[src/rtl/pwm_timebase.sv]
module pwm_timebase #(
  parameter int CW = 16
) (
  input  logic          clk,
  input  logic          rst_n,
  input  logic          run_en,
  input  logic          cfg_we,
  input  logic [15:0]   cfg_wdata,
  input  logic          per_we,
  input  logic [CW-1:0] per_wdata,
  output logic [CW-1:0] count,
  output logic          count_up,
  output logic          at_zero,
  output logic          at_period
);
  localparam logic [1:0] M_UP = 2'b00, M_DN = 2'b01, M_UD = 2'b10, M_FRZ = 2'b11;
  localparam int PW = 11;

  logic [15:0]   cfg;
  logic [CW-1:0] per_act, per_sh, nxt, per_nxt;
  logic [PW-1:0] pre;
  logic          run_q, nup;

  wire [1:0]    mode     = cfg[1:0];
  wire          imm      = cfg[3];
  wire [2:0]    fine_c   = cfg[9:7];
  wire [2:0]    crs_c    = cfg[12:10];
  wire [3:0]    fine_div = (fine_c == 3'd0) ? 4'd1 : {fine_c, 1'b0};
  wire [PW-1:0] div_m1   = ({{(PW-4){1'b0}}, fine_div} << crs_c) - {{(PW-1){1'b0}}, 1'b1};

  wire start = run_en & ~run_q;
  wire tick  = run_en & run_q & (pre >= div_m1);
  wire load  = start | (tick & (mode != M_FRZ));
  wire hit0  = load & (nxt == '0);

  always_comb begin
    nxt = count;
    nup = count_up;
    if (start) begin
      nxt = '0;
      nup = (mode != M_DN);
    end else begin
      case (mode)
        M_UP: begin
          nxt = (count >= per_act) ? '0 : count + 1'b1;
          nup = 1'b1;
        end
        M_DN: begin
          nxt = (count == '0) ? per_act : count - 1'b1;
          nup = 1'b0;
        end
        M_UD: begin
          if (count_up) begin
            if (count >= per_act) begin
              nup = 1'b0;
              nxt = (count == '0) ? '0 : count - 1'b1;
            end else nxt = count + 1'b1;
          end else if (count == '0) begin
            nup = 1'b1;
            nxt = (per_act == '0) ? '0 : {{(CW-1){1'b0}}, 1'b1};
          end else nxt = count - 1'b1;
        end
        default: ;
      endcase
    end
  end

  always_comb begin
    per_nxt = per_act;
    if (hit0 && !imm) per_nxt = per_sh;
    if (per_we && imm) per_nxt = per_wdata;
  end

  always_ff @(posedge clk or negedge rst_n) begin
    if (!rst_n) begin
      cfg       <= '0;
      per_act   <= '0;
      per_sh    <= '0;
      pre       <= '0;
      run_q     <= 1'b0;
      count     <= '0;
      count_up  <= 1'b1;
      at_zero   <= 1'b0;
      at_period <= 1'b0;
    end else begin
      run_q     <= run_en;
      pre       <= (!run_en || start || tick) ? '0 : pre + 1'b1;
      if (cfg_we) cfg <= cfg_wdata;
      if (per_we) per_sh <= per_wdata;
      per_act   <= per_nxt;
      if (load) begin
        count    <= nxt;
        count_up <= nup;
      end
      at_zero   <= hit0;
      at_period <= load & (nxt == per_nxt);
    end
  end

  AST_ZERO_VALUE: assert property (@(posedge clk) disable iff (!rst_n)
    at_zero |-> (count == '0));
  AST_PRD_VALUE: assert property (@(posedge clk) disable iff (!rst_n)
    at_period |-> (count == per_act));
  AST_FREEZE_HOLD: assert property (@(posedge clk) disable iff (!rst_n)
    (run_q && run_en && mode == M_FRZ) |=> ($stable(count) && !at_zero && !at_period));
  AST_START_ZERO: assert property (@(posedge clk) disable iff (!rst_n)
    (run_en && !run_q) |=> (count == '0 && at_zero));
  AST_IDLE_HOLD: assert property (@(posedge clk) disable iff (!rst_n)
    !run_en |=> ($stable(count) && !at_zero && !at_period));
  AST_UP_STEP: assert property (@(posedge clk) disable iff (!rst_n)
    (tick && run_q && mode == M_UP && count < per_act) |=> (count == $past(count) + 1'b1));
  AST_DN_DIR: assert property (@(posedge clk) disable iff (!rst_n)
    (load && !start && mode == M_DN) |=> !count_up);
endmodule

[config.mk]
export PLATFORM = sky130hd
export DESIGN_NAME = pwm_timebase
export DESIGN_NICKNAME = d
export VERILOG_FILES = /design/src/rtl/pwm_timebase.sv
export SDC_FILE = /design/constraint.sdc
export NUM_CORES = 1
export LEC_CHECK = 0
export BUFFER_PORTS_ARGS = -buffer_cell sky130_fd_sc_hd__buf_2
export CAP_MARGIN = 20
export CORE_MARGIN = 2
export CORE_UTILIZATION = 40
export CTS_CLUSTER_DIAMETER = 40
export DETAILED_ROUTE_END_ITERATION = 10
export SYNTH_ARGS = -nofsm -noshare
export SYNTH_HDL_FRONTEND = slang
export SYNTH_SLANG_ARGS = --single-unit
[constraint.sdc]
create_clock -name clk -period 4.28 [get_ports clk]
set_input_delay 0.428 -clock clk [delete_from_list [all_inputs] [get_ports clk]]
set_output_delay 0.428 -clock clk [all_outputs]
set_load 0.01 [all_outputs]
[Word-level counts from Yosys, hierarchy flattened]
Index checks and enable logic that the tools add are counted.
Widths: inputs -> output; s select.
Word-level totals
  bits of input ports: 37
  logic and storage cells: 60
  bits in registers: 76
Cells by class
  order comparisons: 2
  eq/ne operators: 5
  reduce and logical (&&, ||, !) cells: 13
  multiplexer cells: 18
  shift-type cells: 1
  add/subtract/negate cells: 4
  bitwise gates (word level): 8
Operator list (number)
  $mux 16: 9
  $logic_not 16->1: 3
  $pmux 16 s3: 1
  $add 16x1->16 const B: 1
  $eq 16x16->1: 1
  $ge 16x16->1: 1
  $sub 16x1->16 const B: 1
  $add 11x1->11 const B: 1
  $ge 11x11->1: 1
  $mux 11: 1
  $shl 4x3->11: 1
  $sub 11x1->11 const B: 1
  $and 1x1->1: 6
  $mux 1: 5
  $mux 4: 1
  $reduce_bool 4->1: 1
  $logic_not 3->1: 1
  $pmux 1 s3: 1
  $eq 2x1->1 const B: 1
  $eq 2x2->1 const B: 1
  $logic_and 1x1->1: 2
  $logic_not 1->1: 2
  $logic_not 2->1: 1
  $logic_or 1x1->1: 2
  other kinds (5): 5

[Longest topological paths before layout]
Gate-level depths: netlist of run 1.
  depth after elaboration: 14
  depth in mapped cells: 23

[Worst setup path before layout of run 1]
Ideal clock, no wire load.
  path type: reg-to-reg
  start point: register cfg[8]
  end point: register at_period
  setup slack: -0.146 ns
  required time: 4.193 ns
  arrival time: 4.339 ns
  clock period less this slack: 4.426 ns
  stages on the path, launching flop included: 24
  buffers on the path: 2
  path through: dfrtp_1 -> clkbuf_1 -> nor3_1 -> nand2_1 -> o21ai_0 -> nor2_1 -> a211oi_1 -> nor3b_1 -> and2_1 -> nand3_1 -> nor2_1 -> o32a_1 -> ha_1 -> nand4_1 -> a221oi_1 -> o41a_1 -> o211a_1 -> nand4_1 -> nor3_4 -> buf_6 -> nor4_1 -> a21oi_1 -> o2111ai_1 -> a211oi_2
On the way
  longest elaborated chain between the ends: 14
Ends and longest elaborated chain
  start: declaration: line 19  | logic [15:0] cfg;
  start signal: assignment: line 88  | if (cfg_we) cfg <= cfg_wdata;
  $logic_not 3->1: line 28  | wire [3:0] fine_div = (fine_c == 3'd0) ? 4'd1 : {fine_c, 1'b0};
  $mux 4 *: line 28
  $shl 4x3->11 *: line 29  | wire [PW-1:0] div_m1 = ({{(PW-4){1'b0}}, fine_div} << crs_c) - {{(PW-1){1'b0}}, 1'b1};
  $sub 11x1->11 *: line 29
  $ge 11x11->1 *: line 32  | wire tick = run_en & run_q & (pre >= div_m1);
  $and 1x1->1 *: line 32
  $and 1x1->1 *: line 33  | wire load = start | (tick & (mode != M_FRZ));
  $or 1x1->1 *: line 33
  $and 1x1->1: line 34  | wire hit0 = load & (nxt == '0);
  $logic_and 1x1->1: line 70  | if (hit0 && !imm) per_nxt = per_sh;
  $mux 16: line 70
  $mux 16: line 71  | if (per_we && imm) per_nxt = per_wdata;
  $eq 16x16->1: line 96  | at_period <= load & (nxt == per_nxt);
  $and 1x1->1 *: line 96
  end signal: assignment: line 96
  end: declaration: line 14  | output logic at_period
Every way passes the cells marked *; elsewhere a longest branch is shown, timed or not.
A chain may end at the register's enable or synchronous reset.

[Final worst setup path of run 1]
  start point: register cfg[9]
  end point: register at_period
On the way
  longest elaborated chain between the ends: 14
Ends and longest elaborated chain
  $logic_not 3->1: line 28
  $mux 4 *: line 28
  $shl 4x3->11 *: line 29
  $sub 11x1->11 *: line 29
  $ge 11x11->1 *: line 32
  $and 1x1->1 *: line 32
  $and 1x1->1 *: line 33
  $or 1x1->1 *: line 33
  $and 1x1->1 *: line 34
  $logic_and 1x1->1 *: line 70
  $mux 16 *: line 70
  $mux 16 *: line 71
  via per_nxt[15]: line 20  | logic [CW-1:0] per_act, per_sh, nxt, per_nxt;
  $eq 16x16->1 *: line 96
  $and 1x1->1 *: line 96
Mark *: on every way through the listed nets, which the timed path passes. The rest lies on a longest branch.

==> impl_results.md, run 1 <==
* TritonRoute pass-1 iters at 5
* Core Area at 0.0158 sq mm
* Slew @ Worst Pin at 979 ps
* Arr. time, crit path at 4590 ps
* PwrDens at 491 mW/mm^2
* TritonCTS clock tree: yes
* Max stage delay cell, worst path: dfrtp_2
* Post-synth top flop: dfrtp_1
* Detailed placer's ending HPWL at 19200 um
* Row count at 46
* Fin crit period at 4360 ps
* Slew Viols, Final at 0
* Setup crit end kind: flop
* Average size of a mapped cell at 8.28 sq um
* Area leader, netlist: dfrtp_1
* Layout cells sized above 1 at 0.295
* Nets@finish at 989
* Critical Path RT at 4510 ps
* Nature of the critical path startpoint: flop
* GPL Wtd Cong at 0.997
* Root buffer cell: clkbuf_16
* Worst Path Buf+Inv at 1
* Commonest cells after routing, fill and taps aside: 128 x buf_4, 68 x dfrtp_1, 64 x nor2_1, 57 x nand2_1, 47 x buf_2
* I/O pin cnt at 56
* Die area at 0.0171 sq mm
* Finished Cell Area at 0.00825 sq mm
* RR Startpoint: cfg[9]
* Ys Warns at 0
* Top cells by area, synth: dfrtp_1 28%, ha_1 6.0%, xnor2_1 4.5%
* Hold_buf cts at 0
* Worst hold path type: in -> async
* CP Launch Point: cfg[9]
* Seq/Total Area, Yosys at 0.280
* GR peak layer: met2
* Die height at 131 um
* Clk_skew at 12.3 ps
* Post-synthesis cell area at 0.00644 sq mm
* M3 GR Usage at 0.0452
* Via count at 6960
* Latest clock arrival within the worst-skew pair at 350 ps
* Syn Nets at 846
* EDFF count, synth at 0
* Starting Density at 0.407
* Final setup margin at -81.8 ps
* # Max-Cap Violations at 0
* DRT iter0 DRCs at 773
* Fill count at 1520
* CP top delay family: simple AND/OR/NAND/NOR gates
* Maximum vdd drop at 251 uV
* Sink Count at 72
* Final count of hold timing violations at 0
* Vias in the first global route at 6672
* Routed wire length at 25000 um
* Area share of the largest cell type after synthesis at 0.276
* CP peak stage delay at 450 ps
* Fmax at 0.229 GHz
* Synth Instances at 778
* GRT Total Usage at 0.296
* Fin crit share at 1.02
* Setup-failing EPs final at 2
* RSZ-0062 raised after global routing: yes
* Worst-path fanout max at 4
* Setup Crit Path Kind: reg -> reg
* Initial antenna violation count at 1
* Synthesized flop and latch total at 72
* Placed cell areas at 0.00769 sq mm
* Max-slew headroom at 0.347
* Tot Pwr at 0.00405 W
* CTS Buf Count at 9
* Asr flop ratio synth at 1.00
* Aggregate global routing overflow at 0
* Failing checks: negative setup slack
* Via density per instance at 6.09
* ANT nets after route at 0
* CP cell instances: nor3_4 -> nand2_2 -> or2_4 -> ha_4 -> nor3b_4 -> and2_4 -> nand3_4 -> nor2_2 -> o32a_1 -> ha_4 -> nand4_1 -> a221oi_2 -> o41a_1 -> o211a_1 -> nand4_1 -> nor3_4 -> buf_6 -> nor3_2 -> nor3_2 -> mux2i_1 -> a211oi_2
* Count of input and output buffers at 48
* Clock slew seen by the registers of the worst setup and hold paths at 70 ps
* Pin count of the biggest net entering global routing at 73
* CTS max path bufs at 2
* Synth cell types at 84
* DRC viols at 0
* GR Util met2 at 0.444
* Htree depth at 3
* Most common cell after layout, fill and taps aside: buf_4
* Wire length per cell at 21.9 um
* DIE WIDTH at 131 um
* Leakage power at 3.55 nW
* Synth-to-layout area growth at 28.1%
* Global-route wire length before repair at 38400 um
* Met1 Track Usage GR at 0.431
* Outcome: finished with violations
## kinds of logic after synthesis
logic type,after synthesis,share of synthesized area
DFF,72,0.280
buffers and inverters,83,0.0528
xor gates and xnor gates,45,0.0612
and+or+nand+nor,293,0.239
muxes,44,0.0728
adders and majority gates,31,0.0602
AOI/OAI and AO/OA,210,0.235
## Yosys cell counts (9+ instances only)
cell      instances
mux2i_1          21
nor3_1           19
nand2_1          58
mux2_2           22
nor2_1           66
nand3_1          30
xor2_1           12
o21ai_0          38
clkbuf_1         40
and3_1           13
nor2b_1           9
nand4_1          22
a21oi_1          47
o211ai_1         10
xnor2_1          33
inv_1            34
dfrtp_1          71
nor4_1           26
ha_1             31
## repair_timing
| item | CTS | global route |
|---|---|---|
| endpoints found under the setup margin | 16 | 15 |
| hold endpoints to repair | 0 | 0 |
| pin swaps | 16 | 8 |
| setup buffers | 6 | 4 |
| resized for setup | 24 | 12 |
## worst register-to-register path, cell delays in order (launching register included)
cell      delay [ps]
dfrtp_2          450
nor3_4           260
nand2_2          100
or2_4            250
ha_4             160
nor3b_4          150
and2_4           150
nand3_4           60
nor2_2            40
o32a_1           320
ha_4             270
nand4_1          120
a221oi_2         280
o41a_1           220
o211a_1          180
nand4_1          150
nor3_4           290
buf_6            160
nor3_2            40
nor3_2           230
mux2i_1          270
a211oi_2          70
## per-stage QoR
| step | hold slack (ps) | worst slack [ps] | cells | utilization | TNS (ps) |
|---|---|---|---|---|---|
| final | 237 | -81.8 | 1143 | 0.521 | -83.3 |
| after global routing | 291 | -299 | 1142 | 0.521 | -2170 |
| after CTS | 278 | -3.92 | 1138 | 0.516 | -3.92 |
| after detailed placement | 517 | -341 | 1116 | 0.486 | -2320 |
| after global placement | 515 | -218 | 1116 | 0.486 | -779 |
| after floorplan | 132 | 6.47 | 778 | - | 0 |
## registers in the layout (all words and copies together), names as in the netlist, 9 cells and up
| name | cells |
|---|---|
| count | 16 |
| per_act | 16 |
| per_sh | 16 |
| pre | 11 |
| cfg | 9 |
## per-layer routing
metal,wire [um],vias to the layer above
met5,0,-
met4,807,0
met3,1720,57
met2,11000,307
met1,11400,3364
li1,-,3232
## path summary, 6_finish.rpt
kind                               to  slack (ps)  cells past startpoint
min in group clk                run_q         290                      1
setup / recovery            at_period         -80                     21
hold reg to reg            per_sh[15]         530                      1
hold / removal              per_sh[4]         240                      1
setup reg to reg            at_period         -80                     21
max in group asynchronous      cfg[7]        3340                      1
## where the power goes
part	total (W)	leakage [nW]	switching (W)	internal (W)
clock	0.000815	0.151	0.000339	0.000476
sequential	0.000895	0.881	0.000109	0.000786
combinational	0.00234	2.51	0.00138	0.000958
total	0.00405	3.55	0.00183	0.00222
## final cells by class
class	count	area (sq um)	share of cell area
repair buffers	180	1260	0.153
clock inverters	6	75.1	0.00910
inverters	35	131	0.0159
multi-input cells	623	4460	0.541
clock buffers	10	239	0.0290
flip-flops and latches	72	1810	0.219
well taps	216	270	0.0327
diodes	1	2.50	0.000303
No activity file was read; power rests on OpenSTA's default activity.
==> run 2: changes to the inputs <==
GPL_TIMING_DRIVEN = 0   (was not set)
==> run 2 against run 1 <==
Compared with the run above:
- the run still ends with negative setup slack left
- clock-buffer cell count rose by 1
- highest routed layer unchanged
- via count fell by 0.34%
- first-iteration DRC count decreased by 4.1%
- clock skew is 1.6 ps lower
- critical path depth shrank 6
- largest cell class unchanged
- routed wire length decreased by 2.5%
==> impl_results.md, run 2 (same netlist as run 1, synthesis figures left out) <==
* Global-route wire length before repair at 37400 um
* Initial antenna violation count at 0
* Aggregate global routing overflow at 0
* Routed wire length at 24400 um
* Post-Route Utilization at 0.496
* Finished Cell Area at 0.00785 sq mm
* Most common cell after layout, fill and taps aside: dfrtp_1
* Placed cell areas at 0.00701 sq mm
* Via count at 6936
* Starting Density at 0.407
* Leakage power at 3.20 nW
* Via density per instance at 6.39
* Root buffer cell: clkbuf_16
* GRT Total Usage at 0.291
* Maximum vdd drop at 241 uV
* I/O pin cnt at 56
* Vias in the first global route at 6439
* TritonCTS clock tree: yes
* Clock slew seen by the registers of the worst setup and hold paths at 60 ps
* # Max-Cap Violations at 0
* Pin count of the biggest net entering global routing at 46
* Largest regs: count: 16 flops, per_act: 16 flops, per_sh: 16 flops
* Htree depth at 3
* Commonest cells after routing, fill and taps aside: 66 x dfrtp_1, 62 x nor2_1, 56 x nand2_1, 51 x buf_2, 44 x a21oi_1
* ANT nets after route at 0
* CP cell instances: inv_1 -> ha_1 -> a21oi_1 -> o21ai_0 -> a21oi_2 -> and3_2 -> o32a_1 -> a21oi_1 -> or3b_2 -> nor3_4 -> buf_6 -> mux2_1 -> o211a_1 -> o2111ai_2 -> a211oi_2
* Setup-failing EPs final at 16
* Crit path top cell by count: a21oi_1
* Final TNS setup at -2640 ps
* Row count at 46
* Final count of hold timing violations at 0
* Switching share of power at 0.469
* Fin crit period at 4560 ps
* Critical Path RT at 4500 ps
* Core Area at 0.0158 sq mm
* PwrDens at 486 mW/mm^2
* Setup crit end kind: flop
* Failing checks: negative setup slack
* Worst-path fanout max at 8
* Die height at 131 um
* Arr. time, crit path at 4780 ps
* TritonRoute pass-1 iters at 7
* Outcome: finished with violations
* DIE WIDTH at 131 um
* Layout cells sized above 1 at 0.232
* Switching power at 0.00179 W
* Clock share of power at 0.209
* DRC viols at 0
* RSZ-0062 raised after global routing: yes
* Final setup margin at -277 ps
* Latest clock arrival within the worst-skew pair at 360 ps
* Sink Count at 72
* Die area at 0.0171 sq mm
* Wire length per cell at 22.4 um
* Setup Crit Path Kind: reg -> reg
* Max stage delay cell, worst path: or3b_2
* Max-slew headroom at 0.285
* Worst hold path type: in -> async
* Slew Viols, Final at 0
* Clk_skew at 10.8 ps
* Nature of the critical path startpoint: flop
* Logic pwr share at 0.537
* Fmax at 0.219 GHz
* DRT iter0 DRCs at 741
* Fill count at 1569
* Pint at 0.00202 W
* CTS Buf Count at 9
* CP peak stage delay at 560 ps
* CTS max path bufs at 2
* Sequential Power Share at 0.254
* Detailed placer's ending HPWL at 17600 um
* Diode count at 0
* Synth-to-layout area growth at 21.8%
* Slew @ Worst Pin at 1060 ps
* GPL Wtd Cong at 1.02
* Nets@finish at 934
* Count of input and output buffers at 48
* Fin crit share at 1.06
## run 2: changes by cell type in the layout (fill, tap and decap cells not counted), moves of 3 or more
cell | before | now
clkbuf_1 | 0 | 28
buf_2 | 47 | 51
o21ai_1 | 7 | 12
buf_4 | 128 | 30
clkbuf_2 | 0 | 4
buf_6 | 3 | 6
o21ai_0 | 34 | 28
## run 2: worst max-delay path, delay by kind of cell (launching register included)
| kind | cells | cell delay, ps |
|---|---|---|
| adders and majority gates | 1 | 340 |
| AOI/OAI and AO/OA | 8 | 1690 |
| and+or+nand+nor | 3 | 1280 |
| buffers and inverters | 2 | 320 |
| DFF | 1 | 480 |
| muxes | 1 | 310 |
## run 2: layer usage
layer	part of all wire	wire length [um]	vias to the layer above	track usage
li1	-	-	3124	-
met1	0.43	10600	3281	0.411
met2	0.42	10300	442	0.430
met3	0.10	2440	89	0.0542
met4	0.043	1040	0	0.134
met5	0	0	-	0
## run 2: area by class of cell
class | count | area (sq um) | share of cell area
multi-input combinational | 623 | 4590 | 0.585
sequential | 72 | 1810 | 0.231
timing repair buffer | 82 | 527 | 0.0671
tap | 216 | 270 | 0.0344
clock buffer | 11 | 243 | 0.0309
buffer | 43 | 220 | 0.0281
inverter | 35 | 131 | 0.0167
clock inverter | 4 | 53.8 | 0.00686
## run 2: power by group through the flow
stage,registers (W),logic (W),clock network [W]
after global placement,0.000966,0.00178,0
after CTS,0.000959,0.00194,0.000806
after detailed placement,0.000963,0.00178,0
after global routing,0.000981,0.00219,0.000834
final,0.000968,0.00205,0.000797
after floorplan,0.000925,0.00124,0
## run 2: worst paths after layout
path	startpoint	to	slack, ps	cells after the start
max reg2reg	per_act[7]	at_period	-280	15
max	per_act[7]	at_period	-280	15
min reg2reg	per_sh[15]	per_sh[15]	530	1
min in group clk	run_en	run_q	280	1
max in group asynchronous	rst_n	pre[4]	3710	2
min	rst_n	per_sh[4]	2	1
## run 2: stage by stage
step                setup WS (ps)  instances  power (W)  hold slack (ps)
floorplan                    6.47        778    0.00216              132
global placement            -1370       1042    0.00274              499
detailed placement          -1220       1044    0.00274              392
CTS                          -111       1082    0.00370             23.5
global route                 -370       1086    0.00401             38.6
finish                       -277       1086    0.00381             1.72
## run 2: what timing repair did
item,in CTS,in global routing
pin swaps,19,13
gates resized for setup,72,20
setup buffers,27,5
cloned,0,0
hold buffers,0,0
setup endpoints to repair,34,29
